[src/rtl/colour_sel_seq.sv]
module colour_sel_seq (
  input  logic       clk,
  input  logic       rst_n,
  input  logic       lbl_en,
  input  logic       acyc_en,
  input  logic       frc_en,
  input  logic [1:0] col_sel,
  input  logic [1:0] frc_sel,
  input  logic       line_clk,
  output logic [1:0] in_sel,
  output logic [1:0] ofs_sel,
  output logic [1:0] gain_sel,
  output logic       pd_green,
  output logic       pd_blue,
  output logic       mono_force
);
  localparam logic [1:0] RED   = 2'b00;
  localparam logic [1:0] GREEN = 2'b01;
  localparam logic [1:0] BLUE  = 2'b10;

  logic       sync_a, sync_b, sync_d;
  logic       step;
  logic       run;
  logic [1:0] cyc_q, cyc_d;
  logic [1:0] col_n, frc_n;
  logic [1:0] in_d, reg_d;

  function automatic logic [1:0] norm(input logic [1:0] c);
    return (c == 2'b11) ? RED : c;
  endfunction

  always_ff @(posedge clk or negedge rst_n) begin
    if (!rst_n) begin
      sync_a <= 1'b0;
      sync_b <= 1'b0;
      sync_d <= 1'b0;
    end else begin
      sync_a <= line_clk;
      sync_b <= sync_a;
      sync_d <= sync_b;
    end
  end

  assign step = sync_b & ~sync_d;
  assign run  = lbl_en & acyc_en;

  always_comb begin
    cyc_d = cyc_q;
    if (!run)
      cyc_d = RED;
    else if (step)
      case (cyc_q)
        RED:     cyc_d = GREEN;
        GREEN:   cyc_d = BLUE;
        default: cyc_d = RED;
      endcase
  end

  assign col_n = norm(col_sel);
  assign frc_n = norm(frc_sel);
  assign reg_d = !lbl_en ? col_n : (acyc_en ? cyc_d : col_n);
  assign in_d  = (lbl_en && frc_en) ? frc_n : reg_d;

  always_ff @(posedge clk or negedge rst_n) begin
    if (!rst_n) begin
      cyc_q      <= RED;
      in_sel     <= RED;
      ofs_sel    <= RED;
      gain_sel   <= RED;
      pd_green   <= 1'b0;
      pd_blue    <= 1'b0;
      mono_force <= 1'b0;
    end else begin
      cyc_q      <= cyc_d;
      in_sel     <= in_d;
      ofs_sel    <= reg_d;
      gain_sel   <= reg_d;
      pd_green   <= lbl_en;
      pd_blue    <= lbl_en;
      mono_force <= lbl_en;
    end
  end
endmodule


[config.mk]
export PLATFORM = sky130hd
export DESIGN_NAME = colour_sel_seq
export DESIGN_NICKNAME = d
export VERILOG_FILES = /design/src/rtl/colour_sel_seq.sv
export SDC_FILE = /design/constraint.sdc
export NUM_CORES = 1
export LEC_CHECK = 0
export ABC_AREA = 1
export BUFFER_PORTS_ARGS = -buffer_cell sky130_fd_sc_hd__buf_2
export CAP_MARGIN = 40
export CORE_AREA = 2 2 39 41
export DETAILED_ROUTE_END_ITERATION = 6
export DIE_AREA = 0 0 41 43
export SLEW_MARGIN = 20
export SYNTH_ARGS = -nofsm -noshare
export SYNTH_HDL_FRONTEND = slang
export SYNTH_SLANG_ARGS = --single-unit
[constraint.sdc]
create_clock -name clk -period 0.95 [get_ports clk]
set_input_delay 0.285 -clock clk [delete_from_list [all_inputs] [get_ports clk]]
set_output_delay 0.285 -clock clk [all_outputs]
set_load 0.01 [all_outputs]
# After elaboration in Yosys (flattened, before gate mapping)
# Cells that the tools add are included.
# word_totals
ff_bits	10
inputBits	10
out_inout_bits	9
word_cells	23
# classes
eq_ne	3
n_mux	8
bitwise_logic	3
reduce_logical	2
# op_table
cell	count
$mux 2	7
$eq 2x2->1 const B	2
$pmux 2 s2	1
$and 1x1->1	2
$eq 2x1->1 const B	1
$logic_not 2->1	1
$logic_and 1x1->1	1
$not 1->1	1

# Depth between registers and ports, before layout
# Gate-level depths: netlist of run 1.
# depth
word_depth	7
mapped_depth	7
depth_no_buf	7

# Least setup slack after synthesis of run 1
# No wires, ideal clock.
# synth_timing
kind	reg2reg
from	register sync_d
to	register in_sel[0]
setup_time_ns	0.116
t_arrival_ns	0.727
required_time_ns	0.834
setup_slack_ns	0.106
stages_incl_launch_ff	7
path_buffers	0
synth_period_minus_slack_ns	0.844
cell_sequence	dfrtp_1 > nor2_2 > nand2_1 > nand3_2 > nand2_2 > nand2_1 > nand2_1
# synth_between
elab_chain_len	7
# synth_lines
element	line_no	rtl
start: declaration	21	logic sync_a, sync_b, sync_d;
start signal: assignment	40	sync_d <= sync_b;
$not 1->1	44	assign step = sync_b & ~sync_d;
$and 1x1->1	44	
$mux 2	51	else if (step)
$mux 2	49	if (!run)
$mux 2 (2 in a row)	61	assign reg_d = !lbl_en ? col_n : (acyc_en ? cyc_d : col_n);
via reg_d[0]	26	logic [1:0] in_d, reg_d;
$mux 2	62	assign in_d = (lbl_en && frc_en) ? frc_n : reg_d;
via in_d[0]	26	
end signal: assignment	75	in_sel <= in_d;
end: declaration	10	output logic [1:0] in_sel,
# The timed path passes the listed nets, and every way through them passes these cells.

# Worst setup path in the final report of run 1
# layout_timing
from	register mono_force
to	output mono_force
# layout_rtl
element	line_no	rtl
start: declaration	15	output logic mono_force
start signal: assignment	80	mono_force <= lbl_en;
# No word-level cell between the ends.

==> results of run 1 <==
[cell usage after synthesis]
cell type and count:
nand2_1 15, dfrtp_1 10, inv_1 9, buf_4 4
nand2_2 2, nand3_1 2, nand3_2 2, nor2_1 2
clkinv_2 1, nor2_2 1
[repair_timing]
| action | CTS | global route |
|---|---|---|
| setup endpoints to repair | 9 | 11 |
| hold endpoints to repair | 10 | 0 |
| hold buffers | 1 | 0 |
[cells by family (layout without fill, tap and decap cells)]
family | count (synthesis) | in the layout
buffers and inverters | 14 | 33
DFF | 10 | 10
and+or+nand+nor | 24 | 24
[sequential cells by signal, summed over array words and instances, names as in the netlist]
signal      cells
sync_d          1
cyc_q           2
sync_b          1
in_sel          2
sync_a          1
gain_sel        2
mono_force      1
[final cells by class]
class                      count  area, um2  area share [%]
clock buffer                   3       22.5            4.08
inverter                      10       38.8            7.03
multi-input combinational     24        113            20.4
sequential                    10        250            45.4
tap                           16       20.0            3.63
timing repair buffer          20        108            19.5
[power by group through the flow]
| stage | logic [W] | clock network, W | registers, W |
|---|---|---|---|
| floorplan | 0.0000620 | 0 | 0.000477 |
| global route | 0.000135 | 0.000298 | 0.000463 |
| CTS | 0.000122 | 0.000278 | 0.000460 |
| finish | 0.000119 | 0.000270 | 0.000460 |
| global placement | 0.000118 | 0 | 0.000467 |
| detailed placement | 0.000118 | 0 | 0.000468 |
[through the flow]
step | setup WS (ps) | TNS (ps) | area, um2 | power [W] | util [%]
3_5_place_dp | -18.8 | -20.0 | 519 | 0.000586 | 37.5
4_1_cts | -109 | -840 | 552 | 0.000860 | 39.9
2_1_floorplan | 106 | 0 | 432 | 0.000539 | -
6_report | -97.3 | -750 | 552 | 0.000849 | 39.9
5_1_grt | -144 | -1170 | 552 | 0.000895 | 39.9
3_3_place_gp | -18.5 | -18.5 | 519 | 0.000585 | 37.5
[how the worst max path moves through the flow]
stage | start | end | slack (ps) | depth (start not counted)
after floorplan | sync_d | in_sel[0] | 110 | 6
after global placement | lbl_en | in_sel[1] | -20 | 7
after detailed placement | lbl_en | in_sel[1] | -20 | 7
after CTS | mono_force | mono_force | -110 | 1
after global routing | mono_force | pd_green | -140 | 1
final | mono_force | mono_force | -100 | 1
[per-layer routing]
layer / up-vias / track usage, % / part of all wire [%]
li1: 173 / - / -
met1: 143 / 9.97 / 47
met2: 17 / 11.6 / 41
met3: 0 / 2.09 / 12
met4: 0 / 6.00 / 0
met5: - / 0 / 0
==> impl_results.md, run 1 <==
* Status: finished with violations
* Failing checks: setup timing
* CTS sink cnt at 10
* Number of global-route vias before repair at 278
* Worst Max-Slew Pin Slew at 211 ps
* Setup repair bufs after CTS at 0
* Largest net degree at the start of global routing at 11
* Gr ovfl total at 0
* CTS tree: yes
* Switching share of power at 23.7%
* Worst EP required at 660 ps
* RSZ-0062 raised after global routing: true
* Post-Synthesis Cells at 48
* Yosys Warn Count at 0
* Pint at 0.000648 W
* Setup ws final at -97.3 ps
* Max-slew violations at 0
* Avg Synthesized Cell Area at 8.99 um2
* Leakage at 0.348 nW
* Final Cycle Share at 110%
* Detail Route Antenna Nets at 0
* Net switching power at 0.000201 W
* Post-cts resize count at 0
* Die X at 41 um
* Cell area after synthesis at 432 um2
* Mux cell area share after synthesis at 0%
* I/O pins at 19
* Commonest non-fill, non-tap cells in the layout: buf_2 (18), nand2_1 (15), dfrtp_1 (10)
* Non-filler cells, final at 83
* Num CTS Buffers at 3
* Yosys top cell by area: dfrtp_1
* Worst R2R End: in_sel[1]
* Leading cell type in the layout, fill and taps excluded: buf_2
* PwrDens at 1540 nW/um2
* Std-Cell Rows at 14
* Hold depth at 1
* Slew headroom at 85.9%
* CP top delay family: flip-flops
* First-pass detailed-route iteration total at 2
* Reg2reg setup slack at 20 ps
* Gate power share at 14.0%
* Seq cells post-synth at 10
* Post-Synth XOR/XNOR Area at 0%
* Peak supply drop at 0.000522 V
* Seq pwr share at 54.2%
* Top cells by area in the synthesized netlist: dfrtp_1 (58%), nand2_1 (13%), inv_1 (7.8%)
* Starting Density at 31.2%
* Final hold slack at 129 ps
* Worst path cell trace: buf_2
* Post-synthesis compound-gate area fraction at 0%
* Final setup fails at 9
* Placer Congestion at 0.680
* Worst skew pair latency at 260 ps
* Critical path type: flop to output port
* Crit-path max cell delay at 370 ps
* DIE AREA at 1760 um2
* Antenna violations before repair at 0
* Max Clock Skew at 9.46 ps
* Post-synth cell types at 10
* ANT cells at 0
* Max_cap viols at 0
* Area grow syn2layout at 27.8%
* Largest family of logic cells by synthesized area: simple AND/OR/NAND/NOR gates
* DR iter-0 viols at 4
* Hold Startpoint: line_clk
* Routed length per instance at 7.81 um
* Max clock buf depth at 2
* First-pass GRT wire length at 979 um
* Nets at 79
* Crit path buf inv count at 1
* Worst setup EP type: output port
* Fmax at 955 MHz
* Startpoint types: flop
* CP max-delay cell: dfrtp_1
* Cells after DPL at 79
* Port-buffer cells at 18
* WHS Endpoint: sync_a
* CP max FO at 3
* H-tree Lvls at 1
* CP arrival at 760 ps
* Synth top area share at 58.0%
* Final WL at 648 um
* Post-synthesis adder-cell area fraction at 0%
* Core Area at 1380 um2
* Fillcell total at 151
* Drt via density at 4.01
* Vias at 333
* CTS clk-pin slew, worst paths at 60 ps
* GRT Util Overall at 8.11%
* Syn_nets at 58
* Clock Power Share at 31.8%
* Crit path time final at 1050 ps
* Share of layout cells above drive strength 1 at 41.8%
* Drc violations at 0
* R2R depth at 6
* Sequential element share of the synthesized area at 58.0%
* Die Y at 43 um
* Worst reg2reg path startpoint: sync_d
* HP Class: input pin to flop
* Simple-Gate Fraction of Synth Area at 26.1%
* Final hold viol count at 0
* DP HPWL at 569 um
* Root buf cell: clkbuf_4
Power figures use the tool's default switching activity.
==> run 2: changes to the inputs <==
--- a/config.mk
+++ b/config.mk
@@ -5,7 +5,6 @@
 export SDC_FILE = /design/constraint.sdc
 export NUM_CORES = 1
 export LEC_CHECK = 0
-export ABC_AREA = 1
 export BUFFER_PORTS_ARGS = -buffer_cell sky130_fd_sc_hd__buf_2
 export CAP_MARGIN = 40
 export CORE_AREA = 2 2 39 41
==> run 2 against run 1 <==
  * The run still ends with setup timing left
  * Hold slack better by 9.1 ps
  * Critical path depth is 2 higher
  * Die area stayed put
  * Sequential cell count stayed put
  * Combinational power is 20% higher
  * Via count is 5.7% higher
  * Wire length is 14% higher
  * Clock skew is 5.5 ps lower
  * Setup slack worse by 21 ps
  * Sequential share of layout area is 3.2 points lower
  * Core utilization is 3.1 points higher
  * Count of clock-buffer cells in the layout stayed put
  * Critical path type is now flop to flop
  * Largest power group unchanged
==> impl_results.md, run 2 <==
* Status: finished with violations (unchanged)
* Failing checks: setup timing (unchanged)
* Top cells by area in the synthesized netlist: dfrtp_1 (59%), buf_4 (7.1%), and4b_1 (4.7%) (was dfrtp_1 (58%), nand2_1 (13%), inv_1 (7.8%))
* Post-synth EDFFs at 0 (unchanged)
* Worst path cell trace: nor2b_4 -> mux2i_2 -> o21ai_1 (was buf_2)
* ANT cells at 0 (unchanged)
* Std-Cell Rows at 14 (unchanged)
* Net switching power at 0.000204 W (was 0.000201 W)
* Worst setup EP type: flop (was output port)
* Final setup TNS at -1410 ps (was -750 ps)
* Synth top area share at 59.3% (was 58.0%)
* Critical path type: flop to flop (was flop to output port)
* Nets at 70 (was 79)
* Final setup fails at 15 (was 9)
* HP Class: input pin to flop (unchanged)
* Final Cycle Share at 112% (was 110%)
* CP max-delay cell: dfrtp_1 (unchanged)
* Slew headroom at 84.8% (was 85.9%)
* Leakage at 0.304 nW (was 0.348 nW)
* Syn_nets at 46 (was 58)
* CTS sink cnt at 10 (unchanged)
* I/O pins at 19 (unchanged)
* Yosys Warn Count at 0 (unchanged)
* Non-filler cells, final at 74 (was 83)
* Drc violations at 0 (unchanged)
* Vias at 352 (was 333)
* Crit path buf inv count at 0 (was 1)
* Pint at 0.000666 W (was 0.000648 W)
* Yosys top cell by area: dfrtp_1 (unchanged)
* Number of global-route vias before repair at 272 (was 278)
* First-pass GRT wire length at 1120 um (was 979 um)
* CTS tree: yes (unchanged)
* List of most frequent post-synthesis cells: dfrtp_1 (10), buf_4 (4), nand3_1 (3), nor2_1 (3) (was nand2_1 (15), dfrtp_1 (10), inv_1 (9))
* Root buf cell: clkbuf_4 (unchanged)
* CP arrival at 1200 ps (was 760 ps)
* Port-buffer cells at 18 (unchanged)
* Sequential element share of the synthesized area at 59.3% (was 58.0%)
* Crit-path max cell delay at 400 ps (was 370 ps)
* Area grow syn2layout at 40.9% (was 27.8%)
* PwrDens at 1460 nW/um2 (was 1540 nW/um2)
* CTS clk-pin slew, worst paths at 60 ps (about the same)
* CP top delay family: flip-flops (unchanged)
* Routed length per instance at 10.0 um (was 7.81 um)
* Worst Max-Slew Pin Slew at 224 ps (was 211 ps)
* Ys flop type: dfrtp_1 (unchanged)
* Clock Power Share at 30.8% (was 31.8%)
* Detail Route Antenna Nets at 0 (unchanged)
* Startpoint types: flop (unchanged)
* Max Clock Skew at 3.92 ps (was 9.46 ps)
* Drt via density at 4.76 (was 4.01)
* Seq cells post-synth at 10 (unchanged)
* Worst EP required at 1080 ps (was 660 ps)
* Largest net degree at the start of global routing at 11 (unchanged)
* Final hold slack at 138 ps (was 129 ps)
* Leading cell type in the layout, fill and taps excluded: buf_2 (unchanged)
* Commonest non-fill, non-tap cells in the layout: buf_2 (17), dfrtp_1 (10), buf_4 (4) (was buf_2 (18), nand2_1 (15), dfrtp_1 (10))
* Die Y at 43 um (unchanged)
* Core Area at 1380 um2 (unchanged)
* Seq pwr share at 52.8% (was 54.2%)
* Top flop regs: cyc_q: 2 flops, gain_sel: 2 flops, in_sel: 2 flops (unchanged)
* Worst skew pair latency at 250 ps (was 260 ps)
* Share of layout cells above drive strength 1 at 53.4% (was 41.8%)
* Crit path time final at 1070 ps (was 1050 ps)
* Gate power share at 16.4% (was 14.0%)
* Max-slew violations at 0 (unchanged)
* Num CTS Buffers at 3 (unchanged)
* Final WL at 741 um (was 648 um)
* Avg Synthesized Cell Area at 11.7 um2 (was 8.99 um2)
* Setup repair bufs after CTS at 0 (unchanged)
* RSZ-0062 raised after global routing: true (unchanged)
* Most common cell in the netlist: dfrtp_1 (was nand2_1)
* Die X at 41 um (unchanged)
* Max_cap viols at 0 (unchanged)
* Overall power at 0.000870 W (was 0.000849 W)
* Max clock buf depth at 2 (unchanged)
* Fraction of registers with async set/reset at 100% (unchanged)
* CP max FO at 3 (unchanged)
* H-tree Lvls at 1 (unchanged)
* DP HPWL at 577 um (was 569 um)
* DR iter-0 viols at 3 (was 4)
* Antenna violations before repair at 0 (unchanged)
* Switching share of power at 23.4% (was 23.7%)
* DIE AREA at 1760 um2 (unchanged)
* Cell area after synthesis at 422 um2 (was 432 um2)
* Peak supply drop at 0.000484 V (was 0.000522 V)
* First-pass detailed-route iteration total at 4 (was 2)
* Gr ovfl total at 0 (unchanged)
* Starting Density at 30.5% (was 31.2%)
* Fmax at 936 MHz (was 955 MHz)
* Post-Synthesis Cells at 36 (was 48)
* Post-synth cell types at 14 (was 10)
* Final hold viol count at 0 (unchanged)
* Cells after DPL at 70 (was 79)
* Setup ws final at -118 ps (was -97.3 ps)
* GRT Util Overall at 10.2% (was 8.11%)
* Placer Congestion at 0.745 (was 0.680)
-- run 2: changes by cell type in the layout (fill, tap and decap cells not counted), sizes merged --
cell / before / now
nand2: 17 / 2
and4b: 0 / 2
clkinv: 1 / 0
mux2i: 0 / 2
o21ai: 0 / 4
buf: 19 / 22
nor2b: 0 / 2
inv: 9 / 2
nand3: 4 / 3
a41oi: 0 / 2
-- run 2: cell families (layout without fill, tap and decap cells) --
logic type / after synthesis / count (layout) / synth area share, %
flops: 10 / 10 / 59.3
compound gates: 6 / 6 / 8.90
buf+inv: 6 / 28 / 8.90
mux: 2 / 2 / 4.75
simple gates: 12 / 12 / 18.1
-- run 2: stage by stage --
stage	util (%)	cell area, um2	setup slack (ps)
finish	42.9	594	-118
CTS	41.0	568	-115
global route	42.9	594	-173
detailed placement	38.4	532	-114
global placement	38.4	532	-120
floorplan	-	422	-6.56
-- run 2: layer usage --
metal / track usage, % / wire [um] / vias up
met4: 10.0 / 14 / 0
li1: - / - / 171
met2: 12.2 / 331 / 20
met1: 12.4 / 335 / 159
met5: 0 / 0 / -
met3: 4.71 / 59 / 2
-- run 2: worst paths after layout --
path	startpoint	cells after the start	end	slack, ps
setup / recovery	sync_d	3	in_sel[1]	-120
hold / removal	line_clk	1	sync_a	140
setup reg to reg	sync_d	3	in_sel[1]	-120
hold reg to reg	sync_a	0	sync_b	350
max in group asynchronous	rst_n	2	sync_a	350
min in group asynchronous	rst_n	2	gain_sel[1]	410
-- run 2: power by group through the flow --
stage / Sequential [W] / Clock, W / Combinational [W]
after floorplan: 0.000474 / 0 / 0.0000549
after global routing: 0.000463 / 0.000306 / 0.000159
after CTS: 0.000458 / 0.000282 / 0.000131
after global placement: 0.000464 / 0 / 0.000123
final: 0.000459 / 0.000268 / 0.000143
after detailed placement: 0.000466 / 0 / 0.000123
-- run 2: cell type report --
class	instances	area (um2)
Fill cell	140	790
Multi-Input combinational cell	20	158
Tap cell	16	20.0
Clock buffer	3	22.5
Sequential cell	10	250
Inverter	2	7.51
Timing Repair Buffer	23	136
-- run 2: repair_timing --
item,4_1_cts,5_1_grt
gates resized for setup,2,5
setup endpoints to repair,15,15
hold buffers,1,0
gates cloned,0,0
endpoints found under the hold margin,10,0
pin swaps,1,0
==> run 3: changes to the inputs <==
--- a/config.mk
+++ b/config.mk
@@ -14,3 +14,4 @@
 export SYNTH_ARGS = -nofsm -noshare
 export SYNTH_HDL_FRONTEND = slang
 export SYNTH_SLANG_ARGS = --single-unit
+export TNS_END_PERCENT = 50
==> constraint.sdc (replaced) <==
create_clock -name clk -period 0.95 [get_ports clk]
set_input_delay 0 -clock clk [delete_from_list [all_inputs] [get_ports clk]]
set_output_delay 0 -clock clk [all_outputs]
set_load 0.01 [all_outputs]
==> run 3 against run 2 <==
  * The run still ends with setup timing left
  * Combinational power barely moved
  * First-iteration DRC count fell by 67%
  * Global-route usage fell by 0.12 points
==> impl_results.md, run 3 (synthesis gave the netlist of run 2 again) <==
* Drt via density at 4.59 (was 4.76)
* Leading cell type in the layout, fill and taps excluded: buf_2 (unchanged)
* Area grow syn2layout at 45.4% (was 40.9%)
* Worst Max-Slew Pin Slew at 236 ps (was 224 ps)
* Starting Density at 30.5% (unchanged)
* CP arrival at 1240 ps (was 1200 ps)
* Peak supply drop at 0.000497 V (was 0.000484 V)
* Worst EP required at 1090 ps (was 1080 ps)
* CTS tree: yes (unchanged)
* Critical path type: flop to flop (unchanged)
* Final Instance Area at 613 um2 (was 594 um2)
* CP max FO at 3 (unchanged)
* Port-buffer cells at 18 (unchanged)
* Gr ovfl total at 0 (unchanged)
* HP Class: input pin to flop (unchanged)
* Overall power at 0.000973 W (was 0.000870 W)
* Num CTS Buffers at 3 (unchanged)
* Cells after DPL at 67 (was 70)
* PwrDens at 1590 nW/um2 (was 1460 nW/um2)
* Startpoint types: flop (unchanged)
* Placer Congestion at 0.721 (was 0.745)
* Worst setup EP type: flop (unchanged)
* Max clock buf depth at 2 (unchanged)
* Most Crowded Layer GR: met2 (was met1)
* Failing checks: setup timing (unchanged)
* Worst skew pair latency at 260 ps (was 250 ps)
* Met3 usage at 1.57% (was 4.71%)
* Antenna violations before repair at 0 (unchanged)
* Net switching power at 0.000222 W (was 0.000204 W)
* Nets at 71 (was 70)
* Top flop regs: cyc_q: 2 flops, gain_sel: 2 flops, in_sel: 2 flops (unchanged)
* Root buf cell: clkbuf_4 (unchanged)
* DIE AREA at 1760 um2 (unchanged)
* Switching share of power at 22.8% (was 23.4%)
* Largest net degree at the start of global routing at 11 (unchanged)
* CTS clk-pin slew, worst paths at 60 ps (about the same)
* Core Area at 1380 um2 (unchanged)
* Die X at 41 um (unchanged)
* Met1 Usage GRT at 12.3% (was 12.4%)
* Slew headroom at 83.9% (was 84.8%)
* Number of global-route vias before repair at 317 (was 272)
* Met2 Use GR at 14.7% (was 12.2%)
* Std-Cell Rows at 14 (unchanged)
* First-pass GRT wire length at 1180 um (was 1120 um)
* Die Y at 43 um (unchanged)
* Share of layout cells above drive strength 1 at 48.3% (was 53.4%)
* Fillcell total at 151 (was 140)
* Drc violations at 0 (unchanged)
* I/O pins at 19 (unchanged)
* Setup ws final at -149 ps (was -118 ps)
* Detail Route Antenna Nets at 0 (unchanged)
* DR iter-0 viols at 1 (was 3)
* CTS sink cnt at 10 (unchanged)
* Routed length per instance at 10.8 um (was 10.0 um)
* Pint at 0.000752 W (was 0.000666 W)
* Vias at 349 (was 352)
* Non-filler cells, final at 76 (was 74)
* ANT cells at 0 (unchanged)
* Max_cap viols at 0 (unchanged)
* Seq pwr share at 47.1% (was 52.8%)
* Pre-CTS WS at -122 ps (was -114 ps)
* RSZ-0062 raised after global routing: true (unchanged)
* Commonest non-fill, non-tap cells in the layout: buf_2 (18), dfrtp_1 (10), dlygate4sd3_1 (4) (was buf_2 (17), dfrtp_1 (10), buf_4 (4))
* Fmax at 910 MHz (was 936 MHz)
* Max-slew violations at 0 (unchanged)
* Crit path time final at 1100 ps (was 1070 ps)
* Gate power share at 14.4% (was 16.4%)
* Clock Power Share at 38.5% (was 30.8%)
* Max Clock Skew at 0.326 ps (was 3.92 ps)
* Final WL at 823 um (was 741 um)
* Status: finished with violations (unchanged)
* Final Cycle Share at 116% (was 112%)
* H-tree Lvls at 1 (unchanged)
* DP HPWL at 579 um (was 577 um)
* Leakage at 0.312 nW (was 0.304 nW)
* Cell Area, Placed at 509 um2 (was 532 um2)
* Final setup fails at 6 (was 15)
* Final hold viol count at 0 (unchanged)
* First-pass detailed-route iteration total at 4 (unchanged)
* GRT Util Overall at 10.1% (was 10.2%)
run 3: critical path: stages (launching register included):
cell and delay, ps:
dfrtp_1 400, nor2b_4 180, mux2i_2 300, o21ai_1 100
run 3: worst paths after layout:
path	depth (start not counted)	to	slack [ps]	from
max in group asynchronous	2	mono_force	640	rst_n
min in group asynchronous	2	sync_d	120	rst_n
setup / recovery	3	in_sel[1]	-150	sync_d
hold reg to reg	0	sync_b	360	sync_a
hold / removal	3	gain_sel[0]	30	col_sel[0]
setup reg to reg	3	in_sel[1]	-150	sync_d
run 3: repair_timing:
action | 4_1_cts | 5_1_grt
pin swaps | 1 | 0
resized for setup | 1 | 4
hold buffers | 4 | 0
endpoints found under the setup margin | 6 | 6
endpoints found under the hold margin | 13 | 0
buffers inserted | 0 | 1
run 3: metrics by stage:
| step | hold slack, ps | util, % | TNS [ps] |
|---|---|---|---|
| 2_1_floorplan | -296 | - | -14.4 |
| 5_1_grt | 37.3 | 44.3 | -1050 |
| 3_5_place_dp | -131 | 36.8 | -491 |
| 3_3_place_gp | -132 | 36.8 | -395 |
| 4_1_cts | 17.0 | 42.6 | -549 |
| 6_report | 30.8 | 44.3 | -668 |
run 3: metal layers:
| metal | up-vias | wire [um] |
|---|---|---|
| met3 | 0 | 66 |
| met2 | 15 | 416 |
| met1 | 164 | 339 |
| met5 | - | 0 |
| li1 | 170 | - |
| met4 | 0 | 0 |
run 3: power groups by stage:
| stage | combinational [W] | sequential [W] | clock, W |
|---|---|---|---|
| global route | 0.000156 | 0.000461 | 0.000402 |
| finish | 0.000140 | 0.000458 | 0.000375 |
| global placement | 0.000114 | 0.000464 | 0 |
| detailed placement | 0.000115 | 0.000466 | 0 |
| floorplan | 0.0000549 | 0.000474 | 0 |
| CTS | 0.000130 | 0.000458 | 0.000383 |
run 3: final cells by class:
| type | instances | area [um2] | share of cell area, % |
|---|---|---|---|
| timing repair buffer | 24 | 145 | 23.7 |
| inverter | 2 | 7.51 | 1.22 |
| tap | 16 | 20.0 | 3.27 |
| multi-input combinational | 20 | 154 | 25.1 |
| clock buffer | 4 | 36.3 | 5.92 |
| sequential | 10 | 250 | 40.8 |
